==> config.mk <==
export PLATFORM = sky130hd
export DESIGN_NAME = irq_aggregator
export DESIGN_NICKNAME = d
export VERILOG_FILES = /design/src/rtl/irq_agg_pkg.sv /design/src/rtl/irq_status_bank.sv /design/src/rtl/irq_cfg_regs.sv /design/src/rtl/irq_pin_driver.sv /design/src/rtl/irq_aggregator.sv
export SDC_FILE = /design/constraint.sdc
export NUM_CORES = 1
export LEC_CHECK = 0
export BUFFER_PORTS_ARGS = -buffer_cell sky130_fd_sc_hd__buf_2
export CORE_UTILIZATION = 25
export DETAILED_ROUTE_END_ITERATION = 6
export GPL_TIMING_DRIVEN = 0
export PLACE_DENSITY_LB_ADDON = 0.25
export SLEW_MARGIN = 0
export SYNTH_ARGS = -nofsm -noshare
export SYNTH_HDL_FRONTEND = slang
export SYNTH_SLANG_ARGS = --single-unit
==> constraint.sdc <==
create_clock -name clk -period 2.2 [get_ports clk]
set_input_delay 0.55 -clock clk [delete_from_list [all_inputs] [get_ports clk]]
set_output_delay 0.55 -clock clk [all_outputs]
set_load 0.005 [all_outputs]
==> src/rtl/irq_agg_pkg.sv <==
// Shared register addresses and configuration type for the interrupt aggregator.
package irq_agg_pkg;
    localparam int REG_AW = 3;

    typedef enum logic [REG_AW-1:0] {
        A_USB_STAT  = 3'd0,
        A_USB_EN    = 3'd1,
        A_DMA_STAT  = 3'd2,
        A_DMA_EN    = 3'd3,
        A_CFG       = 3'd4,
        A_PIPE_GATE = 3'd5
    } reg_addr_e;

    // Field order places glb_en at bit 0, pol_high at bit 1, pulse_mode at bit 2.
    typedef struct packed {
        logic pulse_mode;
        logic pol_high;
        logic glb_en;
    } irq_cfg_t;
endpackage

==> src/rtl/irq_status_bank.sv <==
// Sticky event status register with write-one-to-clear.
// Assumes event strobes are synchronous to clk. A set wins over a clear in the same cycle.
module irq_status_bank #(
    parameter int W = 8
) (
    input  logic         clk,
    input  logic         rst_n,
    input  logic [W-1:0] ev_i,
    input  logic         clr_en_i,
    input  logic [W-1:0] clr_mask_i,
    output logic [W-1:0] stat_o
);
    logic [W-1:0] stat_q;
    logic [W-1:0] keep;

    // Bits that survive this cycle's clear.
    always_comb keep = clr_en_i ? (stat_q & ~clr_mask_i) : stat_q;

    // Latch new events on top of the surviving bits.
    always_ff @(posedge clk) begin
        if (!rst_n) stat_q <= '0;
        else        stat_q <= keep | ev_i;
    end

    assign stat_o = stat_q;
endmodule

==> src/rtl/irq_cfg_regs.sv <==
// Enable masks, pipe gates and pin configuration, written through the register port.
// Assumes each byte of a register is written only when its strobe is set.
module irq_cfg_regs
    import irq_agg_pkg::*;
#(
    parameter int DATA_W    = 16,
    parameter int USB_W     = 16,
    parameter int DMA_W     = 8,
    parameter int NUM_PIPES = 3
) (
    input  logic                  clk,
    input  logic                  rst_n,
    input  logic                  wr_en_i,
    input  logic [REG_AW-1:0]     addr_i,
    input  logic [DATA_W-1:0]     wdata_i,
    input  logic [DATA_W/8-1:0]   wstrb_i,
    output irq_cfg_t              cfg_o,
    output logic [USB_W-1:0]      usb_en_o,
    output logic [DMA_W-1:0]      dma_en_o,
    output logic [NUM_PIPES-1:0]  gate_o
);
    irq_cfg_t             cfg_q;
    logic [USB_W-1:0]     usb_en_q;
    logic [DMA_W-1:0]     dma_en_q;
    logic [NUM_PIPES-1:0] gate_q;

    // USB enable mask, byte-strobed.
    always_ff @(posedge clk) begin
        if (!rst_n) usb_en_q <= '0;
        else if (wr_en_i && addr_i == A_USB_EN)
            for (int b = 0; b < USB_W; b++)
                if (wstrb_i[b/8]) usb_en_q[b] <= wdata_i[b];
    end

    // DMA enable mask, byte-strobed.
    always_ff @(posedge clk) begin
        if (!rst_n) dma_en_q <= '0;
        else if (wr_en_i && addr_i == A_DMA_EN)
            for (int b = 0; b < DMA_W; b++)
                if (wstrb_i[b/8]) dma_en_q[b] <= wdata_i[b];
    end

    // Pin configuration; held in byte 0.
    always_ff @(posedge clk) begin
        if (!rst_n) cfg_q <= '0;
        else if (wr_en_i && addr_i == A_CFG && wstrb_i[0])
            cfg_q <= irq_cfg_t'(wdata_i[2:0]);
    end

    // Per-pipe event gates; open after reset.
    always_ff @(posedge clk) begin
        if (!rst_n) gate_q <= '1;
        else if (wr_en_i && addr_i == A_PIPE_GATE && wstrb_i[0])
            gate_q <= wdata_i[NUM_PIPES-1:0];
    end

    assign cfg_o    = cfg_q;
    assign usb_en_o = usb_en_q;
    assign dma_en_o = dma_en_q;
    assign gate_o   = gate_q;
endmodule

==> src/rtl/irq_pin_driver.sv <==
// Turns the combined interrupt request into the pin waveform in level or pulse mode.
// Assumes pending_i already includes the global enable. The pin is registered.
module irq_pin_driver
    import irq_agg_pkg::*;
#(
    parameter int PULSE_CYCLES = 3
) (
    input  logic     clk,
    input  logic     rst_n,
    input  irq_cfg_t cfg_i,
    input  logic     pending_i,
    output logic     int_o
);
    localparam int CNT_W = $clog2(PULSE_CYCLES + 1);

    logic             prev_q;
    logic [CNT_W-1:0] cnt_q, cnt_d;
    logic             assert_d;
    logic             pin_q;

    // Pulse length counter: reload on a rising request, drop to zero when disabled.
    always_comb begin
        if (!cfg_i.glb_en)               cnt_d = '0;
        else if (pending_i && !prev_q)   cnt_d = CNT_W'(PULSE_CYCLES);
        else if (cnt_q != '0)            cnt_d = cnt_q - 1'b1;
        else                             cnt_d = '0;
        assert_d = cfg_i.pulse_mode ? (cnt_d != '0) : pending_i;
    end

    // Edge memory, pulse counter and polarity-adjusted pin register.
    always_ff @(posedge clk) begin
        if (!rst_n) begin
            prev_q <= 1'b0;
            cnt_q  <= '0;
            pin_q  <= 1'b1;
        end else begin
            prev_q <= pending_i;
            cnt_q  <= cnt_d;
            pin_q  <= assert_d ? cfg_i.pol_high : ~cfg_i.pol_high;
        end
    end

    assign int_o = pin_q;
endmodule

==> src/rtl/irq_aggregator.sv <==
// Top: collects USB and DMA events into status registers and drives one interrupt pin.
// Assumes USB_W and DMA_W do not exceed DATA_W and the pipe bits lie inside USB_W.
module irq_aggregator
    import irq_agg_pkg::*;
#(
    parameter int DATA_W       = 16,
    parameter int USB_W        = 16,
    parameter int DMA_W        = 8,
    parameter int NUM_PIPES    = 3,
    parameter int PIPE_BASE    = 13,
    parameter int PULSE_CYCLES = 3
) (
    input  logic                 clk,
    input  logic                 rst_n,
    input  logic [USB_W-1:0]     usb_ev_i,
    input  logic [DMA_W-1:0]     dma_ev_i,
    input  logic                 wr_en_i,
    input  logic [REG_AW-1:0]    addr_i,
    input  logic [DATA_W-1:0]    wdata_i,
    input  logic [DATA_W/8-1:0]  wstrb_i,
    output logic [DATA_W-1:0]    rdata_o,
    output logic                 int_o
);
    irq_cfg_t             cfg_q;
    logic [USB_W-1:0]     usb_en, usb_stat, usb_ev_eff;
    logic [DMA_W-1:0]     dma_en, dma_stat;
    logic [NUM_PIPES-1:0] pipe_gate;
    logic                 full_wr, usb_clr, dma_clr, pending;

    // Pipe-owned event bits pass only while their gate is open.
    for (genvar k = 0; k < USB_W; k++) begin : g_ev_gate
        if (k >= PIPE_BASE && k < PIPE_BASE + NUM_PIPES) begin : g_pipe
            assign usb_ev_eff[k] = usb_ev_i[k] & pipe_gate[k-PIPE_BASE];
        end else begin : g_plain
            assign usb_ev_eff[k] = usb_ev_i[k];
        end
    end

    // Clears require every byte strobe.
    always_comb begin
        full_wr = wr_en_i && (&wstrb_i);
        usb_clr = full_wr && addr_i == A_USB_STAT;
        dma_clr = full_wr && addr_i == A_DMA_STAT;
    end

    irq_cfg_regs #(
        .DATA_W(DATA_W), .USB_W(USB_W), .DMA_W(DMA_W), .NUM_PIPES(NUM_PIPES)
    ) cfg_i (
        .clk(clk), .rst_n(rst_n), .wr_en_i(wr_en_i), .addr_i(addr_i),
        .wdata_i(wdata_i), .wstrb_i(wstrb_i), .cfg_o(cfg_q),
        .usb_en_o(usb_en), .dma_en_o(dma_en), .gate_o(pipe_gate)
    );

    irq_status_bank #(.W(USB_W)) usb_bank_i (
        .clk(clk), .rst_n(rst_n), .ev_i(usb_ev_eff), .clr_en_i(usb_clr),
        .clr_mask_i(wdata_i[USB_W-1:0]), .stat_o(usb_stat)
    );

    irq_status_bank #(.W(DMA_W)) dma_bank_i (
        .clk(clk), .rst_n(rst_n), .ev_i(dma_ev_i), .clr_en_i(dma_clr),
        .clr_mask_i(wdata_i[DMA_W-1:0]), .stat_o(dma_stat)
    );

    // Combined request: global enable AND any enabled pending bit.
    always_comb pending = cfg_q.glb_en &&
                          ((|(usb_stat & usb_en)) || (|(dma_stat & dma_en)));

    irq_pin_driver #(.PULSE_CYCLES(PULSE_CYCLES)) pin_i (
        .clk(clk), .rst_n(rst_n), .cfg_i(cfg_q), .pending_i(pending), .int_o(int_o)
    );

    // Read-back multiplexer.
    always_comb begin
        unique case (addr_i)
            A_USB_STAT:  rdata_o = DATA_W'(usb_stat);
            A_USB_EN:    rdata_o = DATA_W'(usb_en);
            A_DMA_STAT:  rdata_o = DATA_W'(dma_stat);
            A_DMA_EN:    rdata_o = DATA_W'(dma_en);
            A_CFG:       rdata_o = DATA_W'(cfg_q);
            A_PIPE_GATE: rdata_o = DATA_W'(pipe_gate);
            default:     rdata_o = '0;
        endcase
    end
endmodule

==> flow_summary.json, run 1 <==
{
  "outcome": "finished clean",
  "synth_fp_nets": 349,
  "p_leak_nw": 1.46,
  "cts_htree_levels": 3,
  "clk_latency_ns": 0.32,
  "yosysMostFrequentCell": "nor2b_1",
  "finalCriticalPeriod_ns": 2.15,
  "cts.hold.buffers_added": 0,
  "setup_violations": 0,
  "synth-seq-cells": 58,
  "r2r-start": "usb_bank_i.stat_o[11]",
  "multi_input_area_um2": 1650,
  "start_util": 0.262,
  "cp-end-kind": "output pin",
  "rows": 38,
  "p_total_mw": 2.81,
  "yosysUniqueCellTypes": 38,
  "cts_buffers": 9,
  "synth-edff-count": 0,
  "start_kind": "input pin",
  "post-route-period-util": 0.975,
  "combPwrFrac": 0.096,
  "reg2reg_depth": 5,
  "antenna_found_initial": 0,
  "cp_top_family": "multiplexers",
  "synth_ff_type": "dfxtp_1",
  "die_y_um": 110,
  "fin_area_um2": 3730,
  "clkTransAtPathRegs_ns": 0.05,
  "vias": 2378,
  "drive_gt1_frac": 0.264,
  "ctsRootBufferMaster": "clkbuf_16",
  "power_density_nw_per_um2": 754,
  "grt_max_degree": 11,
  "rrSetupSlack_ns": 0.62,
  "fin_tns_setup_ns": 0,
  "netlist_instances": 301,
  "critPathSlowestCell": "mux4_2",
  "slew_headroom": 0.600,
  "avgSynthCellArea_um2": 9.64,
  "clockPowerShare": 0.503,
  "cp_data_arrival_time_ns": 1.60,
  "wire_per_inst_um": 16.2,
  "slowest_delay_ns": 0.48,
  "power.switching_uw": 626,
  "fin_hold_ws_ns": 0.457,
  "grt_pass1_vias": 2448,
  "ff_latch_area_um2": 1160,
  "cp.required_ns": 1.65,
  "antenna_left": 0,
  "firstDrtPassIters": 4,
  "p_sw_frac": 0.223,
  "seqPwrFrac": 0.401,
  "cts_tree": "built",
  "timing.max_cap.violations": 0,
  "remaining_drc_errors": 0,
  "drt-total-wl_um": 8420,
  "startpoint": "addr_i[1]",
  "port_buffers": 62,
  "grt_setup_unrepaired": "no",
  "final-max-slew-violation-count": 0,
  "pre_cts_slack_ns": -0.196,
  "hold_viol_final": 0,
  "dpl.hpwl_um": 6340,
  "fin_ws_ns": 0.0543,
  "synth_top_area_cell": "dfxtp_1",
  "synth_async_sr_flop_share": 0,
  "dieArea_um2": 12000,
  "fin_nets": 423,
  "finClkSkew_ns": 0.00531,
  "pin_count": 65,
  "min_from": "dma_ev_i[6]",
  "crit_path_end": "rdata_o[7]",
  "hold_class": "in -> reg",
  "fmax_ghz": 0.466,
  "yosysTopAreaCellShare": 0.400,
  "finalNonFillerCells": 519,
  "place.gp.congestion": 0.793,
  "rr_endpoint": "pin_i.int_o",
  "cellInternalPower_mw": 2.19,
  "place_inst": 503,
  "synth_area_leaders": "dfxtp_1, mux2i_1, nor2b_1, a21oi_1, nand2_1",
  "final_util": 0.337,
  "crit_chain": "buf_6, buf_12, mux4_2, nor2b_2, buf_2",
  "yosysWarnings": 0,
  "grt_usage": 0.154,
  "cp.depth": 5,
  "cts.sinks": 58,
  "grt.overflow.total": 0,
  "yosysSeqAreaShare": 0.400,
  "grt_pass1_wl_um": 13400,
  "die_width_um": 110,
  "crit_path_max_fanout": 8,
  "ir_drop_uv": 374,
  "critical_path_class": "in -> out",
  "path_buf_inv": 3,
  "clockBufferDepth": 2,
  "detailed_place.area_um2": 3390,
  "drt_iter0_drc": 93,
  "syn_to_final_growth_pct": 28.6,
  "vias_per_cell": 4.58,
  "yosys-top-cells-count": "nor2b_1, dfxtp_1, mux2i_1",
  "fillers": 1170,
  "worst_pin_slew_ns": 0.600,
  "coreArea_um2": 11100,
  "insertedDiodeCount": 0,
  "syn_area_um2": 2900
}
==> cell type report <==
class	count	area share
clock buffers	13	0.0725
flip-flops and latches	58	0.311
inverters	3	0.00302
well taps	140	0.0470
clock inverters	2	0.00939
plain buffers	14	0.0288
multi-input cells	226	0.443
repair buffers	63	0.0852
==> what timing repair did <==
item                                    CTS  global route
resized for setup                         5             5
endpoints found under the setup margin   15            12
buffers inserted                          0             1
==> state kept, by name, summed over array words and instances, names as in the netlist, 2 cells and up <==
name               count
cfg_i.cfg_o            3
pin_i.cnt_q            2
dma_bank_i.stat_o      8
cfg_i.usb_en_o        16
cfg_i.gate_o           3
usb_bank_i.stat_o     16
cfg_i.dma_en_o         8
==> kinds of logic after synthesis <==
kind of cell | Yosys count | synth area share
AO/OA/AOI/OAI | 53 | 0.116
buffers and inverters | 17 | 0.0311
flip-flops | 58 | 0.400
multiplexers | 49 | 0.194
AND/OR/NAND/NOR | 124 | 0.258
==> worst min-delay path by stage <==
stage | to | slack [ns] | depth (start not counted)
2_1_floorplan | cfg_i.gate_o[1] | 0.46 | 2
3_3_place_gp | pin_i.cnt_q[0] | 0.49 | 1
3_5_place_dp | pin_i.cnt_q[1] | 0.50 | 2
4_1_cts | dma_bank_i.stat_o[6] | 0.45 | 3
5_1_grt | usb_bank_i.stat_o[8] | 0.46 | 3
6_report | dma_bank_i.stat_o[6] | 0.46 | 3
==> routing by layer <==
layer	track usage	share of wire	up-vias
li1	-	-	1212
met1	0.201	0.47	1101
met2	0.244	0.47	55
met3	0.0255	0.046	10
met4	0.0762	0.017	0
met5	0	0	-
==> power groups by stage <==
stage / registers, mW / clock network [mW] / logic, mW
floorplan: 1.13 / 0 / 0.156
global placement: 1.15 / 0 / 0.264
detailed placement: 1.15 / 0 / 0.267
CTS: 1.13 / 1.44 / 0.271
global route: 1.13 / 1.49 / 0.300
finish: 1.13 / 1.41 / 0.271
==> placed cells by master, fill, tap and decap left out, drive strengths merged, types with 3 or more instances in the layout <==
cell type	count
a221oi	4
buf	70
mux2i	42
clkbuf	20
mux4	5
nor2	20
a22o	4
dfxtp	58
a22oi	8
a21oi	27
nand2	32
nor2b	59
inv	3
==> tightest hold or removal path, cell delays in order <==
cell and delay, ns:
buf_2 0.07, a21oi_1 0.03, nor2b_1 0.09
Power figures use the tool's default switching activity.
==> run 2: changes to the inputs <==
CELL_PAD_IN_SITES_DETAIL_PLACEMENT = 0   (was not set)
CELL_PAD_IN_SITES_GLOBAL_PLACEMENT = 1   (was not set)
SYNTH_HIERARCHICAL = 1   (was not set)
==> flow_summary.json, run 2 <==
{
  "outcome": "finished clean",
  "synth_top_area_cell": "dfxtp_1",
  "start_kind": "input pin",
  "netlist_instances": 308,
  "crit_path_max_fanout": 6,
  "synth_fp_nets": 356,
  "yosys-top-cells-count": "dfxtp_1, nand2_1, mux2i_1",
  "grt_setup_unrepaired": "no",
  "mostFrequentLayoutCells": "buf_2, dfxtp_1, nand2_1",
  "final_common_cell": "buf_2",
  "fin_tns_setup_ns": 0,
  "cp.required_ns": 1.65,
  "grt_usage": 0.161,
  "grt_max_degree": 20,
  "post-route-period-util": 0.979,
  "drt-total-wl_um": 8920,
  "die_width_um": 109,
  "pin_count": 65,
  "slew_headroom": 0.602,
  "port_buffers": 64,
  "place.gp.congestion": 0.779,
  "ir_drop_uv": 300,
  "firstDrtPassIters": 4,
  "detailed_place.area_um2": 3360,
  "setup_violations": 0,
  "p_total_mw": 2.82,
  "r2r-start": "usb_bank_i/stat_o[10]",
  "p_sw_frac": 0.232,
  "dieArea_um2": 11900,
  "start_util": 0.261,
  "finalCriticalPeriod_ns": 2.15,
  "rows": 38,
  "cts_setup_buffers": 0,
  "fin_area_um2": 3710,
  "clockPowerShare": 0.499,
  "hold_viol_final": 0,
  "yosysSeqAreaShare": 0.405,
  "drive_gt1_frac": 0.288,
  "yosysUniqueCellTypes": 37,
  "finClkSkew_ns": 0.00328,
  "remaining_drc_errors": 0,
  "synth-edff-count": 0,
  "grt_pass1_vias": 2539,
  "cts.sinks": 58,
  "worst_pin_slew_ns": 0.597,
  "clockBufferDepth": 2,
  "critPathSlowestCell": "mux4_2",
  "timing.max_cap.violations": 0,
  "coreArea_um2": 11000,
  "pre_cts_slack_ns": -0.163,
  "drt_iter0_drc": 95,
  "synth_area_leaders": "dfxtp_1, mux2i_1, mux4_2, nand2_1, a31oi_1",
  "avgSynthCellArea_um2": 9.31,
  "crit_path_end": "rdata_o[1]",
  "vias_per_cell": 4.71,
  "cp_common_cell": "buf_12",
  "power_density_nw_per_um2": 760,
  "cp_data_arrival_time_ns": 1.60,
  "fmax_ghz": 0.464,
  "critical_path_class": "in -> out",
  "fin_nets": 432,
  "yosysWarnings": 6,
  "p_leak_nw": 1.57,
  "final-max-slew-violation-count": 0,
  "rrSetupSlack_ns": 0.43,
  "vias": 2490,
  "antenna_found_initial": 0,
  "cts_buffers": 9,
  "combPwrFrac": 0.102,
  "clk_latency_ns": 0.32,
  "slowest_delay_ns": 0.49,
  "yosysMostFrequentCell": "dfxtp_1",
  "antenna_left": 0,
  "syn_area_um2": 2870,
  "startpoint": "addr_i[0]",
  "ctsRootBufferMaster": "clkbuf_16",
  "synth_ff_type": "dfxtp_1",
  "power.switching_uw": 656,
  "final_util": 0.338,
  "synth-seq-cells": 58,
  "insertedDiodeCount": 0,
  "dpl.hpwl_um": 6390,
  "crit_chain": "buf_12, buf_12, mux4_2, inv_1, o22ai_1, buf_2",
  "grt_pass1_wl_um": 13900,
  "cts_htree_levels": 3,
  "yosysTopAreaCellShare": 0.405,
  "cts_tree": "built",
  "cellInternalPower_mw": 2.17,
  "clkTransAtPathRegs_ns": 0.05,
  "fin_ws_ns": 0.0457,
  "seqPwrFrac": 0.400,
  "wire_per_inst_um": 16.9,
  "grt.overflow.total": 0,
  "die_y_um": 109,
  "synth_async_sr_flop_share": 0,
  "reg2reg_depth": 6,
  "hold_class": "in -> reg",
  "cp-end-kind": "output pin",
  "syn_to_final_growth_pct": 29.6,
  "rr_endpoint": "pin_i/int_o"
}
run 2: logic make-up (layout without fill, tap and decap cells):
group                  Yosys count  in the layout  synth area share
and+or+nand+nor                 85             85             0.165
AOI/OAI and AO/OA               73             73             0.155
DFF                             58             58             0.405
muxes                           47             47             0.199
buffers and inverters           45            126            0.0746
run 2: worst min path at each step:
stage                    from                     to  slack [ns]  depth (start not counted)
2_1_floorplan  pin_i/cnt_q[0]         pin_i/cnt_q[1]        0.44                          2
6_report          wdata_i[10]  usb_bank_i/stat_o[10]        0.43                          2
4_1_cts           wdata_i[10]  usb_bank_i/stat_o[10]        0.42                          2
5_1_grt           wdata_i[10]  usb_bank_i/stat_o[10]        0.43                          2
3_3_place_gp   pin_i/cnt_q[0]         pin_i/cnt_q[1]        0.45                          2
3_5_place_dp   pin_i/cnt_q[0]         pin_i/cnt_q[1]        0.45                          2
run 2: final cells by class:
type / instances / area (um2)
plain buffers: 16 / 116
clock buffers: 14 / 264
clock inverters: 2 / 35.0
fillers: 1174 / 7270
inverters: 29 / 109
multi-input cells: 205 / 1490
flip-flops and latches: 58 / 1160
well taps: 140 / 175
repair buffers: 65 / 363
run 2: repair_timing:
action                     in CTS  in global routing
cloned                          1                  0
pin swaps                       0                  0
setup endpoints to repair      16                  2
hold buffers                    0                  0
gates resized for setup         7                  2
run 2: critical path, delay by kind of cell:
| family | cells | cell delay, ns |
|---|---|---|
| AOI/OAI and AO/OA | 1 | 0.10 |
| buffers and inverters | 4 | 0.46 |
| muxes | 1 | 0.49 |
run 2: power groups by stage:
stage / Clock [mW] / Sequential (mW) / Combinational (mW)
finish: 1.41 / 1.13 / 0.288
global route: 1.49 / 1.13 / 0.318
CTS: 1.43 / 1.13 / 0.291
detailed placement: 0 / 1.15 / 0.278
global placement: 0 / 1.15 / 0.276
floorplan: 0 / 1.13 / 0.158
run 2: metal layers:
metal	GRT usage	part of all wire
met5	0	0
met2	0.271	0.48
met4	0.0434	0.010
met3	0.0406	0.044
met1	0.202	0.47
run 2: metrics by stage:
stage / instances / hold slack (ns)
floorplan: 308 / 0.436
global placement: 512 / 0.447
detailed placement: 512 / 0.454
CTS: 529 / 0.418
global route: 529 / 0.432
finish: 529 / 0.427
==> run 3: changes to the inputs <==
MAX_ROUTING_LAYER = met4   (was not set)
SKIP_CTS_REPAIR_TIMING = 1   (was not set)
==> flow_summary.json, run 3 (synthesis results as in run 2) <==
{
  "outcome": "finished clean",
  "finClkSkew_ns": 0.00404,
  "grt_setup_unrepaired": "no",
  "grt_use_met3": 0.0389,
  "post-route-period-util": 0.976,
  "p_total_mw": 2.82,
  "cts.sinks": 58,
  "detailed_place.area_um2": 3360,
  "critPathSlowestCell": "mux4_2",
  "remaining_drc_errors": 0,
  "hold_viol_final": 0,
  "drt-total-wl_um": 8890,
  "place.gp.congestion": 0.789,
  "firstDrtPassIters": 4,
  "r2r-start": "usb_bank_i/stat_o[10]",
  "cp-end-kind": "output pin",
  "drt_iter0_drc": 86,
  "grt_pass1_vias": 2523,
  "use_met2": 0.266,
  "antenna_found_initial": 0,
  "rrSetupSlack_ns": 0.45,
  "die_y_um": 109,
  "drive_gt1_frac": 0.288,
  "dieArea_um2": 11900,
  "finalCriticalPeriod_ns": 2.15,
  "grt.overflow.total": 0,
  "grt_usage": 0.163,
  "coreArea_um2": 11000,
  "start_kind": "input pin",
  "cts_tree": "built",
  "fin_nets": 432,
  "final_util": 0.338,
  "grt_pass1_wl_um": 13700,
  "cts_buffers": 9,
  "critical_path_class": "in -> out",
  "min_path_cells": 2,
  "syn_to_final_growth_pct": 29.5,
  "vias_per_cell": 4.71,
  "cp_common_cell": "buf_12",
  "clk_latency_ns": 0.33,
  "final-max-slew-violation-count": 0,
  "insertedDiodeCount": 0,
  "ctsRootBufferMaster": "clkbuf_16",
  "clkTransAtPathRegs_ns": 0.05,
  "reg2reg_depth": 6,
  "min_to": "usb_bank_i/stat_o[10]",
  "die_width_um": 109,
  "cp.required_ns": 1.65,
  "p_leak_nw": 1.57,
  "rr_endpoint": "pin_i/int_o",
  "fin_area_um2": 3710,
  "slew_headroom": 0.607,
  "rows": 38,
  "hold_class": "in -> reg",
  "dpl.hpwl_um": 6390,
  "mostFrequentLayoutCells": "buf_2, dfxtp_1, nand2_1",
  "ir_drop_uv": 296,
  "min_from": "wdata_i[10]",
  "crit_chain": "buf_12, buf_12, mux4_2, inv_1, o22ai_1, buf_2",
  "clockBufferDepth": 2,
  "cts_htree_levels": 3,
  "antenna_left": 0,
  "slowest_delay_ns": 0.49,
  "grt_max_degree": 20,
  "top_usage_layer": "met2",
  "wire_per_inst_um": 16.8,
  "start_util": 0.261,
  "pin_count": 65,
  "cp_data_arrival_time_ns": 1.60,
  "fin_hold_ws_ns": 0.425,
  "power_density_nw_per_um2": 760,
  "crit_path_max_fanout": 6,
  "final_common_cell": "buf_2",
  "fmax_ghz": 0.466,
  "vias": 2490,
  "port_buffers": 64,
  "worst_pin_slew_ns": 0.590,
  "timing.max_cap.violations": 0,
  "setup_violations": 0,
  "grt_util_met1": 0.202
}
-- run 3: cell count changes in the layout (fill, tap and decap cells not counted) --
| cell | delta |
|---|---|
| buf_16 | -1 |
| clkbuf_16 | +1 |
-- run 3: worst max-delay path by stage --
stage | depth (start not counted) | slack, ns | end | start
6_report | 6 | 0.05 | rdata_o[1] | addr_i[0]
5_1_grt | 5 | 0.005 | rdata_o[0] | addr_i[2]
4_1_cts | 6 | -0.17 | rdata_o[1] | addr_i[0]
3_5_place_dp | 6 | -0.16 | rdata_o[1] | addr_i[0]
3_3_place_gp | 6 | -0.17 | rdata_o[2] | addr_i[0]
2_1_floorplan | 3 | 0.34 | rdata_o[4] | addr_i[0]
-- run 3: worst max-delay path: cells and delay by family --
family	cells	cell delay [ns]
AO/OA/AOI/OAI	1	0.09
multiplexers	1	0.49
buffers and inverters	4	0.45
-- run 3: layer usage --
layer  share of wire  vias up
met5               0        -
met1            0.46     1179
li1                -     1246
met4          0.0097        0
met2            0.48       56
met3           0.054        9
-- run 3: through the flow --
stage               setup TNS (ns)  instances  worst slack (ns)
CTS                          -1.48        528            -0.169
floorplan                        0        308             0.342
detailed placement           -1.62        512            -0.163
finish                           0        529            0.0518
global placement             -1.54        512            -0.167
global route                     0        529           0.00482
-- run 3: final cells by class --
class                      count  area [um2]
multi-input combinational    205        1490
clock inverter                 2        35.0
tap                          140         175
fill                        1172        7270
sequential                    58        1160
inverter                      29         109
buffer                        16         116
clock buffer                  14         264
timing repair buffer          65         360
-- run 3: where the power goes --
group | switching (mW) | total, mW | internal [mW]
combinational | 0.149 | 0.286 | 0.137
sequential | 0.0352 | 1.13 | 1.09
clock | 0.470 | 1.41 | 0.937
